==> src/rtl/pflow_pkg.sv <==
package pflow_pkg;

  // Per-stage register-barrier command
  typedef enum logic [1:0] {
    CMD_EMPTY = 2'b00,
    CMD_LOAD  = 2'b01,
    CMD_HOLD  = 2'b10
  } pf_cmd_e;

  // Width of a stage index carried between control and datapath
  localparam int IDX_W = 8;

  // Strobes from the stall arbiter to the valid path
  typedef struct packed {
    logic             anyStall;
    logic [IDX_W-1:0] topIdx;
  } pf_stall_s;

endpackage

==> src/rtl/pflow_stall_arb.sv <==
module pflow_stall_arb
  import pflow_pkg::*;
#(
  parameter int Stages = 4
) (
  input  logic [Stages-1:0] stallReq,
  output pf_stall_s         stallSt
);

  // Highest active request wins; the scan runs upward so later hits overwrite
  always_comb begin
    stallSt = '0;
    for (int j = 0; j < Stages; j++) begin
      if (stallReq[j]) begin
        stallSt.anyStall = 1'b1;
        stallSt.topIdx   = IDX_W'(j);
      end
    end
  end

endmodule

==> src/rtl/pflow_valid_path.sv <==
module pflow_valid_path
  import pflow_pkg::*;
#(
  parameter int Stages = 4
) (
  input  logic                  clk,
  input  logic                  rst,
  input  logic                  opValid,
  input  logic [Stages-1:0]     killReq,
  input  pf_stall_s             stallSt,
  output logic [2*Stages-1:0]   stageCmd,
  output logic [Stages-1:0]     stageValid
);

  localparam int CmdW = 2 * Stages;

  logic [Stages-1:0] validQ;
  logic [Stages-1:0] validD;
  logic [CmdW-1:0]   cmdVec;

  always_comb begin
    int top;
    pf_cmd_e c;
    top    = int'(stallSt.topIdx);
    cmdVec = '0;
    validD = '0;
    for (int j = 0; j < Stages; j++) begin
      if (rst)                                  c = CMD_EMPTY;
      else if (stallSt.anyStall && j < top)     c = CMD_HOLD;   // frozen prefix, kill ignored
      else if (killReq[j])                      c = CMD_EMPTY;  // kill wins at or above top
      else if (stallSt.anyStall && j == top)    c = CMD_HOLD;
      else if (stallSt.anyStall && j == top+1)  c = CMD_EMPTY;  // bubble above the freeze
      else if (j == 0)                          c = opValid ? CMD_LOAD : CMD_EMPTY;
      else                                      c = CMD_LOAD;
      cmdVec[2*j +: 2] = c;
      case (c)
        CMD_HOLD: validD[j] = validQ[j];
        CMD_LOAD: validD[j] = (j == 0) ? 1'b1 : validQ[(j == 0) ? 0 : j-1];
        default:  validD[j] = 1'b0;
      endcase
    end
  end

  always_ff @(posedge clk) begin
    validQ <= validD;
  end

  assign stageCmd   = cmdVec;
  assign stageValid = validQ;

endmodule

==> src/rtl/pflow_ctl.sv <==
module pflow_ctl
  import pflow_pkg::*;
#(
  parameter int Stages = 4
) (
  input  logic                  clk,
  input  logic                  rst,
  input  logic                  opValid,
  input  logic [Stages-1:0]     stallReq,
  input  logic [Stages-1:0]     killReq,
  output logic [2*Stages-1:0]   stageCmd,
  output logic [Stages-1:0]     stageValid
);

  pf_stall_s stallSt;

  pflow_stall_arb #(.Stages(Stages)) u_arb (
    .stallReq (stallReq),
    .stallSt  (stallSt)
  );

  pflow_valid_path #(.Stages(Stages)) u_path (
    .clk        (clk),
    .rst        (rst),
    .opValid    (opValid),
    .killReq    (killReq),
    .stallSt    (stallSt),
    .stageCmd   (stageCmd),
    .stageValid (stageValid)
  );

endmodule

==> config.mk <==
export PLATFORM = sky130hd
export DESIGN_NAME = pflow_ctl
export DESIGN_NICKNAME = d
export VERILOG_FILES = /design/src/rtl/pflow_pkg.sv /design/src/rtl/pflow_stall_arb.sv /design/src/rtl/pflow_valid_path.sv /design/src/rtl/pflow_ctl.sv
export SDC_FILE = /design/constraint.sdc
export NUM_CORES = 1
export LEC_CHECK = 0
export BUFFER_PORTS_ARGS = -buffer_cell sky130_fd_sc_hd__buf_4
export CORE_AREA = 4 4 41 43
export DETAILED_ROUTE_END_ITERATION = 8
export DIE_AREA = 0 0 45 47
export SETUP_SLACK_MARGIN = 0.2
export SLEW_MARGIN = 0
export SYNTH_ARGS = -nofsm -noshare
export SYNTH_HDL_FRONTEND = slang
export SYNTH_SLANG_ARGS = --single-unit
==> constraint.sdc <==
create_clock -name clk -period 1.7 [get_ports clk]
set_input_delay 0.17 -clock clk [delete_from_list [all_inputs] [get_ports clk]]
set_output_delay 0.17 -clock clk [all_outputs]
set_load 0.01 [all_outputs]
==> run summary <==
The global routing met3 resource utilization came out at 0.0613. TritonCTS built the clock tree. The width of the die was 45 um; the number of instances in the synthesized netlist was 29. Dividing the detail-routed wire length by the instance count gives 11.7 um. The global route total overflow is 0, and the post-route fraction of the period consumed by the critical path is 0.852. Detailed placement finished with a half-perimeter wire length of 670 um. The longest clock path from root to sink contains 2 buffers.

Number of nets with antenna violations after routing: 0. The tools report the warning count from the yosys run as 0. In this run the core area contains 13 standard-cell rows.

For the initial core utilization, the log shows 0.230. The tools report the sequential area share after synthesis as 0.402. The library cell used most frequently in the layout, excluding fill and tap cells, is sky130_fd_sc_hd__buf_4. For the clock latency on the worst-skew pair, the log shows 0.23 ns. The run finished with clean final reports. Setup repair after global routing left no endpoint under its margin. The number of cell instances on the worst register-to-register path is 1, and the distinct cell type count after synthesis is 17. The number of buffer cells added on primary ports is 22. The startpoint of the worst-slack reg-to-reg timing path is u_path.stageValid[0]. Once placement finished, the instance area stood at 467 sq um. The setup path with the least slack is of type input port to output pin.

The routed design has 781 um of wire. CTS placed an instance of sky130_fd_sc_hd__clkbuf_4 at the clock tree root. The run gives 0.00120 ns as the final clock skew.

The critical path required time is 1.53 ns. The flip-flop count of the largest register, all copies and words added was 4. Placeable core region: 1300 sq um.

In the post-route analysis, the smallest setup slack over all paths is 0.251 ns. For the post-synth design cell area, the log shows 299 sq um. Detailed routing inserted a total of 307 vias. The highest clock frequency the design can meet was 690 MHz; the ratio of total power to cell area was 615 nW/um^2. The worst relative slew slack was 0.768.

Tracing the worst setup path back leads to its startpoint at rst. The floorplan step defined a die boundary enclosing 2120 sq um. The number of DRC markers in iteration 0 was 4; the average cell area after synthesis was 10.3 sq um.

The min-delay analysis places its worst path in the category input port to flop. The finished cells cover 498 sq um. Measured along the y axis, the die boundary spans 47 um.

The initial antenna violation count is 0, and the final critical delay including setup and external delays is 1.45 ns. For the number of levels the H-tree was split into, the log shows 1. Entering global routing, the biggest net connects 10 pins.

The tools report the reg-to-reg endpoint as u_path.stageValid[1]. The met2 layer usage reported by global route is 0.116. After global routing, the most crowded layer is met2. The tools report the maximum VDD drop as 0.000430 V. The final RePlAce weighted congestion came out at 0.696. The run gives 292 as the number of global-route vias before repair. In the routed design, unresolved DRC markers number 0.

Data arrives at the worst endpoint at 1.28 ns. The tools report the total count of hold-check failures in the final report as 0. The tools report the critical path endpoint as stageCmd[0].

The relative area change from synthesis to final layout is 66.5%. The worst setup path is launched from an input port. Summed over all cells, the static leakage comes to 0.226 nW.

For the CTS sink count, the log shows 4. Using the TritonRoute via totals, the vias-per-cell ratio works out to 4.58. The overall global routing resource usage is 0.0817, and the filler cell count is 142.

The number of nets in the synthesized netlist is 40. The run gives 0 ns as the final sum of negative setup slack. Prior to clock tree synthesis, the placed netlist has a worst setup slack of 0.237 ns. The synthesis-stage register bit count came out at 4.

0 antenna diodes ended up in the layout. In the layout the commonest cells are 22 x sky130_fd_sc_hd__buf_4, 4 x sky130_fd_sc_hd__edfxtp_1, 3 x sky130_fd_sc_hd__nor2_1, 3 x sky130_fd_sc_hd__clkbuf_4. The run gives 3 as the first-pass detailed-route iteration total.

The max-slew violation total from the final report was 0; the number of clock buffers inserted by TritonCTS was 3. The number of nets at the end of the flow was 65; the count of final setup violators was 0. For the pin with the worst max-slew slack, the measured transition is 0.345 ns. The largest driver fanout on the critical path was 9.

For flop-to-flop paths, the worst setup slack is 0.90 ns. STA classifies the critical path endpoint as an output pin. The I/O pin count was 23. The met1 usage came out at 0.0922. The number of hold buffers added after CTS was 0; the number of max-cap violations was 0. The share of cells above drive strength 1 was 0.558; the clock transition at the registers of the reported paths was 0.04 ns. The first global-routing pass estimated 1170 um of wire.
==> report_power, final <==
| group | total, W | internal (W) | leakage [nW] | switching, W |
|---|---|---|---|---|
| sequential | 0.000116 | 0.000114 | 0.0431 | 0.00000213 |
| combinational | 0.0000751 | 0.0000415 | 0.169 | 0.0000336 |
| clock | 0.000115 | 0.0000788 | 0.0138 | 0.0000361 |
==> worst min-delay path by stage <==
stage,slack [ns],to,cells after the start,startpoint
after floorplan,0.33,u_path.stageValid[3],1,stallReq[3]
after global placement,0.48,u_path.stageValid[2],2,killReq[2]
after detailed placement,0.48,u_path.stageValid[2],2,killReq[2]
after CTS,0.24,u_path.stageValid[2],2,killReq[2]
final,0.24,u_path.stageValid[1],2,killReq[1]
after global routing,0.23,u_path.stageValid[2],2,killReq[2]
==> repair_timing <==
item                                   CTS  global route
setup buffers                            0             0
gates resized for setup                  0             1
setup endpoints to repair                0             1
endpoints found under the hold margin    0             0
==> synthesized netlist by cell type (all sizes together) <==
cell type  number  area, sq um
o21bai          1         7.51
and2            2         12.5
edfxtp          4          120
nor2b           1         6.26
buf             2         22.5
nor2            3         11.3
a21o            2         15.0
nor4            1         6.26
nor4b           3         32.5
nand2           1         3.75
a21oi           2         10.0
o21ba           1         10.0
or4             1         11.3
nand2b          2         12.5
nor3b           1         7.51
nor3            2         10.0
==> kinds of logic (layout without fill, tap and decap cells) <==
logic type / Yosys count / in the layout / share of synthesized area
DFF: 4 / 4 / 0.402
buffers and inverters: 2 / 25 / 0.0753
and+or+nand+nor: 17 / 17 / 0.381
AOI/OAI and AO/OA: 6 / 6 / 0.142
==> cell type report <==
| type | count | area, sq um | share of cell area |
|---|---|---|---|
| clock buffer | 3 | 22.5 | 0.0452 |
| multi-input combinational | 23 | 171 | 0.344 |
| sequential | 4 | 120 | 0.241 |
| tap | 15 | 18.8 | 0.0377 |
| timing repair buffer | 22 | 165 | 0.332 |
==> per-stage QoR <==
| stage | util | hold slack [ns] | instances | power, W |
|---|---|---|---|---|
| floorplan | - | 0.334 | 29 | 0.000149 |
| global placement | 0.359 | 0.481 | 64 | 0.000192 |
| detailed placement | 0.359 | 0.481 | 64 | 0.000192 |
| CTS | 0.376 | 0.235 | 67 | 0.000312 |
| global route | 0.383 | 0.226 | 67 | 0.000329 |
| finish | 0.383 | 0.241 | 67 | 0.000306 |
==> critical path, stage by stage <==
cell	delay, ns
sky130_fd_sc_hd__buf_4	0.14
sky130_fd_sc_hd__or4_4	0.59
sky130_fd_sc_hd__nor4b_4	0.22
sky130_fd_sc_hd__buf_4	0.15
==> layer usage <==
layer,part of all wire,up-vias,routed length [um]
met5,0,-,0
met4,0,0,0
met3,0.16,0,128
met2,0.41,22,322
met1,0.42,130,330
li1,-,155,-
Note: power is estimated with default switching activity, not from simulation.
